**src/rtl/pc_sequencer_pkg.sv**
```systemverilog
package pc_sequencer_pkg;

  typedef enum logic [2:0] {
    FLOW_SEQ  = 3'd0,
    FLOW_BR   = 3'd1,
    FLOW_BRL  = 3'd2,
    FLOW_JABS = 3'd3,
    FLOW_JREG = 3'd4
  } flowKind_e;

  // strobes from control to datapath
  typedef struct packed {
    logic selVec;
    logic selReg;
    logic selAbs;
    logic selRel;
    logic loadEpc;
    logic epcSys;
  } pcStrobe_t;

endpackage

```
**src/rtl/pc_seq_ctrl.sv**
```systemverilog
module pc_seq_ctrl
  import pc_sequencer_pkg::*;
(
  input  logic       clk,
  input  logic       rst_n,
  input  logic [2:0] flowKind,
  input  logic       brTaken,
  input  logic       excReq,
  input  logic       excSys,
  output pcStrobe_t  strobe,
  output logic       annul,
  output logic       wbKill
);

  logic skipQ;
  logic live;
  logic trap;
  logic isCond;
  logic setSkip;

  assign live   = !skipQ;
  assign trap   = live && excReq;
  assign isCond = (flowKind == FLOW_BR) || (flowKind == FLOW_BRL);

  // a trap wins over any redirect of the same step
  always_comb begin
    strobe         = '0;
    strobe.selVec  = trap;
    strobe.loadEpc = trap;
    strobe.epcSys  = excSys;
    if (live && !trap) begin
      strobe.selRel = isCond && brTaken;
      strobe.selAbs = (flowKind == FLOW_JABS);
      strobe.selReg = (flowKind == FLOW_JREG);
    end
  end

  assign setSkip = trap || (live && (flowKind == FLOW_BRL) && !brTaken);

  always_ff @(posedge clk) begin
    if (!rst_n) skipQ <= 1'b0;
    else        skipQ <= setSkip;
  end

  assign annul  = skipQ;
  assign wbKill = trap;

endmodule

```
**src/rtl/pc_seq_path.sv**
```systemverilog
module pc_seq_path
  import pc_sequencer_pkg::*;
#(
  parameter int          ADDR_W   = 32,
  parameter int          IMM_W    = 16,
  parameter int          TGT_W    = 26,
  parameter logic [31:0] VEC_ADDR = 32'h0000_003C
) (
  input  logic              clk,
  input  logic              rst_n,
  input  pcStrobe_t         strobe,
  input  logic [IMM_W-1:0]  brImm,
  input  logic [TGT_W-1:0]  jmpField,
  input  logic [ADDR_W-1:0] jmpReg,
  output logic [ADDR_W-1:0] fetchPc,
  output logic [ADDR_W-1:0] nextPc,
  output logic [ADDR_W-1:0] linkAddr,
  output logic [ADDR_W-1:0] epc
);

  localparam int REGION_W = ADDR_W - TGT_W - 2;
  localparam int SEXT_W   = ADDR_W - IMM_W - 2;
  localparam logic [ADDR_W-1:0] STEP   = ADDR_W'(4);
  localparam logic [ADDR_W-1:0] VECTOR = ADDR_W'(VEC_ADDR);

  logic [ADDR_W-1:0] pcQ, nextQ, epcQ;
  logic [ADDR_W-1:0] seqNext, relNext, absNext, pickNext, alignedNext;
  logic [ADDR_W-1:0] relOffset, pcPlus;
  logic              inSlot;

  assign seqNext   = nextQ + STEP;
  // offset measured from the delay-slot address
  assign relOffset = {{SEXT_W{brImm[IMM_W-1]}}, brImm, 2'b00};
  assign relNext   = nextQ + relOffset;
  assign absNext   = {nextQ[ADDR_W-1 -: REGION_W], jmpField, 2'b00};

  always_comb begin
    if (strobe.selVec)      pickNext = VECTOR;
    else if (strobe.selReg) pickNext = jmpReg;
    else if (strobe.selAbs) pickNext = absNext;
    else if (strobe.selRel) pickNext = relNext;
    else                    pickNext = seqNext;
  end

  assign alignedNext = {pickNext[ADDR_W-1:2], 2'b00};

  assign pcPlus = pcQ + STEP;
  assign inSlot = (nextQ != pcPlus);

  always_ff @(posedge clk) begin
    if (!rst_n) begin
      pcQ   <= '0;
      nextQ <= STEP;
      epcQ  <= '0;
    end else begin
      pcQ   <= nextQ;
      nextQ <= alignedNext;
      if (strobe.loadEpc)
        epcQ <= {pcPlus[ADDR_W-1:2], inSlot, strobe.epcSys};
    end
  end

  assign fetchPc  = pcQ;
  assign nextPc   = nextQ;
  assign linkAddr = seqNext;
  assign epc      = epcQ;

endmodule

```
**src/rtl/pc_sequencer.sv**
```systemverilog
module pc_sequencer
  import pc_sequencer_pkg::*;
#(
  parameter int          ADDR_W   = 32,
  parameter int          IMM_W    = 16,
  parameter int          TGT_W    = 26,
  parameter logic [31:0] VEC_ADDR = 32'h0000_003C
) (
  input  logic              clk,
  input  logic              rst_n,
  input  logic [2:0]        flowKind,
  input  logic              brTaken,
  input  logic [IMM_W-1:0]  brImm,
  input  logic [TGT_W-1:0]  jmpField,
  input  logic [ADDR_W-1:0] jmpReg,
  input  logic              excReq,
  input  logic              excSys,
  output logic [ADDR_W-1:0] fetchPc,
  output logic [ADDR_W-1:0] nextPc,
  output logic [ADDR_W-1:0] linkAddr,
  output logic              annul,
  output logic              wbKill,
  output logic [ADDR_W-1:0] epc
);

  pcStrobe_t strobe;

  pc_seq_ctrl u_ctrl (
    .clk      (clk),
    .rst_n    (rst_n),
    .flowKind (flowKind),
    .brTaken  (brTaken),
    .excReq   (excReq),
    .excSys   (excSys),
    .strobe   (strobe),
    .annul    (annul),
    .wbKill   (wbKill)
  );

  pc_seq_path #(
    .ADDR_W   (ADDR_W),
    .IMM_W    (IMM_W),
    .TGT_W    (TGT_W),
    .VEC_ADDR (VEC_ADDR)
  ) u_path (
    .clk      (clk),
    .rst_n    (rst_n),
    .strobe   (strobe),
    .brImm    (brImm),
    .jmpField (jmpField),
    .jmpReg   (jmpReg),
    .fetchPc  (fetchPc),
    .nextPc   (nextPc),
    .linkAddr (linkAddr),
    .epc      (epc)
  );

endmodule

```
**config.mk**
```make
export PLATFORM = sky130hd
export DESIGN_NAME = pc_sequencer
export DESIGN_NICKNAME = d
export VERILOG_FILES = /design/src/rtl/pc_sequencer_pkg.sv /design/src/rtl/pc_seq_ctrl.sv /design/src/rtl/pc_seq_path.sv /design/src/rtl/pc_sequencer.sv
export SDC_FILE = /design/constraint.sdc
export NUM_CORES = 1
export LEC_CHECK = 0
export CAP_MARGIN = 10
export CELL_PAD_IN_SITES_DETAIL_PLACEMENT = 0
export CELL_PAD_IN_SITES_GLOBAL_PLACEMENT = 1
export CORE_MARGIN = 2
export CORE_UTILIZATION = 34
export CTS_CLUSTER_DIAMETER = 60
export CTS_CLUSTER_SIZE = 10
export DETAILED_ROUTE_END_ITERATION = 10
export PLACE_DENSITY_LB_ADDON = 0.1
export SYNTH_ARGS = -nofsm -noshare
export SYNTH_HDL_FRONTEND = slang
export SYNTH_SLANG_ARGS = --single-unit
```
**constraint.sdc**
```tcl
create_clock -name clk -period 3.4 [get_ports clk]
set_input_delay 0.51 -clock clk [delete_from_list [all_inputs] [get_ports clk]]
set_output_delay 0.51 -clock clk [all_outputs]
set_load 0.005 [all_outputs]
```
==> results of run 1 <==
tightest hold or removal path: stages (launching register included):
cell and delay [ns]:
dfxtp_1 0.31, nand2_1 0.05, a21oi_1 0.05
cell usage in the layout (no fill, tap or decap), types with 4 or more instances in the layout:
| cell | count |
|---|---|
| nor3b_1 | 5 |
| or3_1 | 6 |
| xor2_1 | 33 |
| o21ai_0 | 32 |
| o21bai_1 | 7 |
| nand2_1 | 74 |
| clkbuf_16 | 9 |
| buf_4 | 48 |
| a221oi_1 | 5 |
| conb_1 | 6 |
| o211ai_1 | 12 |
| a21o_1 | 13 |
| and2_1 | 32 |
| mux2i_1 | 5 |
| a21oi_1 | 55 |
| xnor2_1 | 58 |
| o2111ai_1 | 4 |
| a211o_1 | 4 |
| nand4_1 | 16 |
| clkdlybuf4s50_1 | 203 |
| nor4_1 | 11 |
| o21a_1 | 7 |
| and3_1 | 22 |
| nor3_1 | 16 |
| ha_1 | 30 |
| o221ai_1 | 5 |
| inv_1 | 17 |
| dfxtp_1 | 92 |
| and4_1 | 12 |
| a222oi_1 | 10 |
| nand3_1 | 43 |
| o22ai_1 | 6 |
| nand2b_1 | 4 |
| nor2_1 | 82 |
| a211oi_1 | 34 |
| o31ai_1 | 4 |
cell usage after synthesis, types with 7 or more instances:
cell	instances	share of area
nand3_1	43	0.032
nor2_1	82	0.045
and2_1	32	0.029
nor3_1	16	0.012
o21bai_1	7	0.0077
xor2_1	33	0.042
and3_1	22	0.020
o21a_1	7	0.0077
a21o_1	13	0.014
nand2_1	74	0.041
clkbuf_1	47	0.026
o21ai_0	32	0.024
ha_1	31	0.057
a21oi_1	55	0.040
dfxtp_1	93	0.27
nor4_1	11	0.010
inv_1	18	0.0099
a211oi_1	34	0.037
a222oi_1	10	0.015
xnor2_1	58	0.075
and4_1	12	0.015
o211ai_1	12	0.013
nand4_1	16	0.015
registers in the layout, indices dropped and copies added, names as in the netlist:
register and flops:
u_path.fetchPc 30, u_path.nextPc 30, u_path.epc 32, u_ctrl.annul 1
stage by stage:
stage / hold slack [ns] / utilization / std cells / instance area, um2 / power (mW)
after floorplan: 0.453 / - / 882 / 6830 / 1.60
after global placement: 0.444 / 0.475 / 1335 / 9310 / 2.00
after detailed placement: 0.451 / 0.475 / 1335 / 9310 / 2.00
after CTS: 0.462 / 0.490 / 1351 / 9600 / 3.02
after global routing: 0.478 / 0.490 / 1351 / 9610 / 3.15
final: 0.460 / 0.490 / 1351 / 9610 / 3.00
layer usage:
layer  global-route usage  vias to the layer above  wire length (um)
met3               0.0367                       30              1360
met2                0.392                      217             12000
met1                0.335                     3431             12100
met5                    0                        -                 0
li1                     -                     3636                 -
met4               0.0662                        0               516
worst paths after layout:
check	cells past startpoint	from	end
max	6	u_path.nextPc[2]	linkAddr[28]
min	2	u_path.epc[0]	u_path.epc[0]
min reg2reg	2	u_path.epc[0]	u_path.epc[0]
max reg2reg	8	u_path.fetchPc[6]	u_path.epc[1]
kinds of logic after synthesis:
family / Yosys count / share of synthesized area
flip-flops: 93 / 0.273
adder cells (fa/ha/maj): 32 / 0.0599
other: 1 / 0.000551
AO/OA/AOI/OAI: 228 / 0.229
XOR/XNOR: 91 / 0.117
multiplexers: 5 / 0.00735
AND/OR/NAND/NOR: 344 / 0.262
buffers and inverters: 83 / 0.0511
area by class of cell:
| cell class | instances | area, um2 |
|---|---|---|
| clock inverters | 7 | 62.6 |
| inverters | 18 | 67.6 |
| well taps | 265 | 332 |
| repair buffers | 253 | 2430 |
| clock buffers | 9 | 225 |
| flip-flops and latches | 93 | 1860 |
| fillers | 2026 | 9980 |
| multi-input cells | 706 | 4620 |
power groups by stage:
| stage | combinational [mW] | sequential [mW] | clock, mW |
|---|---|---|---|
| 3_5_place_dp | 0.775 | 1.23 | 0 |
| 2_1_floorplan | 0.385 | 1.22 | 0 |
| 4_1_cts | 0.779 | 1.20 | 1.04 |
| 6_report | 0.779 | 1.20 | 1.02 |
| 5_1_grt | 0.849 | 1.21 | 1.09 |
| 3_3_place_gp | 0.774 | 1.23 | 0 |
==> results_dict.tcl, run 1 <==
set metrics [dict create \
    cp_slowest_cell "clkdlybuf4s50_1" \
    io_pins 212 \
    ys_ff_latch 93 \
    relSlewSlack 0.586 \
    pre_cts_ws_ns 0.0399 \
    io_buffers 203 \
    cts.clk_slew.worst_paths_ns 0.07 \
    fmax_mhz 301 \
    vias 7314 \
    wl_um 25900 \
    die_w_um 146 \
    grt_pass1_vias 6847 \
    root_buffer "clkbuf_16" \
    outcome "complete, no violations" \
    firstDrtPassIters 6 \
    grt-ovfl-total 0 \
    avgSynthCellArea_um2 7.77 \
    p_int_mw 2.07 \
    rsz0062_at_grt "false" \
    drc_errors 0 \
    die_area_mm2 0.0212 \
    power_frac_comb 0.259 \
    tightest_slew_ns 0.621 \
    cpPeakStageDelay_ns 0.62 \
    worstPathRequired_ns 2.89 \
    fin_worst_skew_ns 0.0103 \
    cts_made_buffers 9 \
    ant_nets 0 \
    power-per-cell-area_mw_per_mm2 312 \
    routed_via_density 5.41 \
    path_delay_family "simple AND/OR/NAND/NOR gates" \
    cts_tree "built" \
    start_kind "flop" \
    drt_iter0_drc 454 \
    path_cells "ha_2, and4_1, and2_1, nand3_1, xnor2_1, clkdlybuf4s50_1" \
    nets 1195 \
    finalHoldViolCount 0 \
    synth_warnings 0 \
    switchingPower_uw 933 \
    holdCritPathClass "flop to flop" \
    maxCapViolations 0 \
    synthFlopType "dfxtp_1" \
    async_flop_share 0 \
    syn_to_final_growth_pct 41.0 \
    worstPathArrival_ns 2.81 \
    power_frac_seq 0.401 \
    initial_core_util 0.348 \
    synth_area_mm2 0.00681 \
    cts_sinks 93 \
    drive_gt1_frac 0.0718 \
    hpwl_um 20300 \
    antenna_found_initial 1 \
    grt_usage 0.242 \
    leakage_nw 3.66 \
    cp_max_fo 7 \
    syn_inst 877 \
    p_clk_frac 0.340 \
    post-route-period-util 0.976 \
    wl_per_cell_um 19.2 \
    ctsHoldBuffers 0 \
    insertion_delay_ns 0.36 \
    setup_viol 0 \
    grt_pass1_wl_um 40400 \
    place.gp.congestion 0.897 \
    synthDistinctLibCells 73 \
    grt_max_degree 59 \
    num_antenna_cells 0 \
    synth-edff-count 0 \
    htreeDepth 3 \
    vdd_ir_drop_max_mv 0.223 \
    drv_slew 0 \
    rrSetupSlack_ns 0.49 \
    ys_seq_area_frac 0.273 \
    p_sw_frac 0.311 \
    cts_buffer_depth 2 \
    critPathBufInv 1 \
    fin_crit_ns 3.32 \
    path_class "flop to output port" \
    fin_ws_ns 0.0818 \
    cts-resized-gates 0 \
    post_cts_buffers 0 \
    end_kind "output port" \
    rows 51 \
    die_h_um 146 \
    tns_ns 0 \
    core_mm2 0.0196 \
]
No activity file was read; power rests on OpenSTA's default activity.
==> run 2: changes to the inputs <==
--- a/config.mk
+++ b/config.mk
@@ -16,4 +16,5 @@
 export PLACE_DENSITY_LB_ADDON = 0.1
 export SYNTH_ARGS = -nofsm -noshare
 export SYNTH_HDL_FRONTEND = slang
+export SYNTH_HIERARCHICAL = 1
 export SYNTH_SLANG_ARGS = --single-unit
==> run 2 against run 1 <==
Count of clock-buffer cells in the layout stayed put. Die area grew 1.4%. Register-to-register slack got worse by 0.20 ns. Largest cell class unchanged.
==> results_dict.tcl, run 2 <==
set metrics [dict create \
    end_kind "output port" \
    holdCritPathClass "flop to flop" \
    path_cells "nand4_1, nor3_1, buf_4, and2_1, nand4_1, xnor2_1, clkdlybuf4s50_1" \
    cts_tree "built" \
    grt_usage 0.247 \
    wl_um 26600 \
    fin_worst_skew_ns 0.0109 \
    cp_max_fo 5 \
    routed_via_density 5.32 \
    synthDistinctLibCells 68 \
    htreeDepth 3 \
    rr_worst_depth 10 \
    leakage_nw 3.91 \
    cts_made_buffers 9 \
    rows 52 \
    start_kind "flop" \
    fmax_mhz 311 \
    maxCapViolations 0 \
    min-delay-start "u_path/epc[6]" \
    nets 1254 \
    ys_seq_area_frac 0.269 \
    initial_core_util 0.344 \
    drv_slew 0 \
    grt-ovfl-total 0 \
    insertion_delay_ns 0.35 \
    synthFlopType "dfxtp_1" \
    place.gp.congestion 0.911 \
    r2r-end "u_path/epc[1]" \
    die_h_um 147 \
    final_common_cell "clkdlybuf4s50_1" \
    worstPathArrival_ns 2.71 \
    tightest_slew_ns 0.856 \
    fin_crit_ns 3.22 \
    cpPeakStageDelay_ns 0.52 \
    die_area_mm2 0.0215 \
    synth-edff-count 0 \
    hold_depth 2 \
    syn_inst 891 \
    grt_pass1_vias 7288 \
    pre_cts_ws_ns -0.0866 \
    ys_ff_latch 93 \
    avgSynthCellArea_um2 7.76 \
    layout_common_cells "clkdlybuf4s50_1 (203), buf_4 (94), dfxtp_1 (85)" \
    cts_buffer_depth 2 \
    synth.top_cell.area_share 0.269 \
    firstDrtPassIters 5 \
    cp_slowest_cell "clkdlybuf4s50_1" \
    antenna_found_initial 2 \
    grt_max_degree 62 \
    setup_viol 0 \
    drive_gt1_frac 0.116 \
    synth_warnings 6 \
    synth.area.top_cells "dfxtp_1 (27%), xnor2_1 (8.1%), ha_1 (5.6%)" \
    ant_nets 0 \
    wl_per_cell_um 18.8 \
    hpwl_um 21000 \
    io_pins 212 \
    path_class "flop to output port" \
    power-per-cell-area_mw_per_mm2 309 \
    dpl.cell_count 1396 \
    die_w_um 147 \
    synth_common_cells "dfxtp_1 (93), nor2_1 (81), xnor2_1 (64), nand2_1 (63), o21ai_0 (54)" \
    syn_to_final_growth_pct 45.5 \
    synth.largest_area_cell "dfxtp_1" \
    fin_ws_ns 0.180 \
    root_buffer "clkbuf_16" \
    finalHoldViolCount 0 \
    worstPathRequired_ns 2.89 \
    drt_iter0_drc 490 \
    rr_startpoint "u_path/fetchPc[2]" \
    core_mm2 0.0201 \
    async_flop_share 0 \
    hold_ws_ns 0.483 \
    timing.critical_path.mode_cell "nand4_1" \
    outcome "complete, no violations" \
    cts_sinks 93 \
    ctsHoldBuffers 0 \
    drc_errors 0 \
    vias 7537 \
    instances_no_fill 1416 \
    grt_pass1_wl_um 41600 \
    rrSetupSlack_ns 0.29 \
    synth.most_common_cell "dfxtp_1" \
    relSlewSlack 0.427 \
    holdPathEnd "u_path/epc[6]" \
    largest_register_ffs 32 \
    io_buffers 203 \
    synth_area_mm2 0.00691 \
    cts.clk_slew.worst_paths_ns 0.08 \
    post-route-period-util 0.947 \
    vdd_ir_drop_max_mv 0.212 \
]
## run 2: cell types whose count changed after synthesis, sizes merged, moves of 7 or more
cell | previous run | this run
o21ai | 35 | 55
a21oi | 55 | 41
nand2 | 74 | 63
a222oi | 10 | 0
nand4 | 16 | 25
a211oi | 34 | 42
xor2 | 33 | 41
a221o | 1 | 8
and4 | 12 | 5
nand3 | 44 | 37
## run 2: final cells by class
class	instances	area (um2)
diodes	2	5.00
clock buffers	9	225
clock inverters	6	72.6
fillers	2013	10000
inverters	24	90.1
multi-input cells	715	4710
flip-flops and latches	93	1870
well taps	270	338
repair buffers	297	2740
## run 2: metrics by stage
| stage | cell area (um2) | setup TNS (ns) | total power, mW | utilization |
|---|---|---|---|---|
| finish | 10100 | 0 | 3.10 | 0.500 |
| global route | 10100 | -0.0117 | 3.25 | 0.500 |
| CTS | 10000 | 0 | 3.12 | 0.498 |
| detailed placement | 9710 | -0.330 | 2.06 | 0.483 |
| global placement | 9710 | -0.266 | 2.06 | 0.483 |
| floorplan | 6930 | 0 | 1.62 | - |
## run 2: layer usage
metal,track usage,vias to the layer above,wire [um]
met5,0,-,0
met3,0.0356,34,1700
li1,-,3738,-
met2,0.395,269,12000
met4,0.0728,0,463
met1,0.345,3496,12500
## run 2: kinds of logic (layout without fill, tap and decap cells)
kind of cell    count (synthesis)  count (layout)  share of synthesized area
compound gates                238             238                      0.230
other cells                     1               8                   0.000543
xor+xnor                      105             105                      0.133
fa+ha+maj                      32              32                     0.0590
flops                          93              93                      0.269
buf+inv                        88             336                     0.0536
mux                             7               7                     0.0101
simple gates                  327             327                      0.244
## run 2: how the worst max path moves through the flow
stage                 startpoint                end  slack (ns)  depth (start not counted)
3_3_place_gp           brImm[10]  u_path/nextPc[29]       -0.09                         11
2_1_floorplan  u_path/fetchPc[2]      u_path/epc[1]        0.44                         10
4_1_cts         u_path/nextPc[2]       linkAddr[28]        0.08                          8
3_5_place_dp           brImm[10]  u_path/nextPc[29]       -0.09                         11
5_1_grt         u_path/nextPc[4]       linkAddr[31]       -0.01                          7
6_report        u_path/nextPc[4]       linkAddr[31]        0.18                          7
## run 2: report_power, final
group | leakage, nW | switching (mW) | total (mW) | internal [mW]
Clock | 0.142 | 0.487 | 1.06 | 0.574
Combinational | 3.00 | 0.381 | 0.834 | 0.452
Sequential | 0.762 | 0.0651 | 1.21 | 1.14
## run 2: what timing repair did
item                                    CTS  global route
gates resized for setup                   1             9
pin swaps                                 0             2
gates cloned                              0             0
buffers inserted                          0             3
endpoints found under the hold margin     0             0
endpoints found under the setup margin    1             5
## run 2: critical path: cells and delay by family (launching register included)
family	cells	cell delay, ns
xor gates and xnor gates	1	0.21
buffers and inverters	2	0.72
DFF	1	0.44
and+or+nand+nor	4	0.99
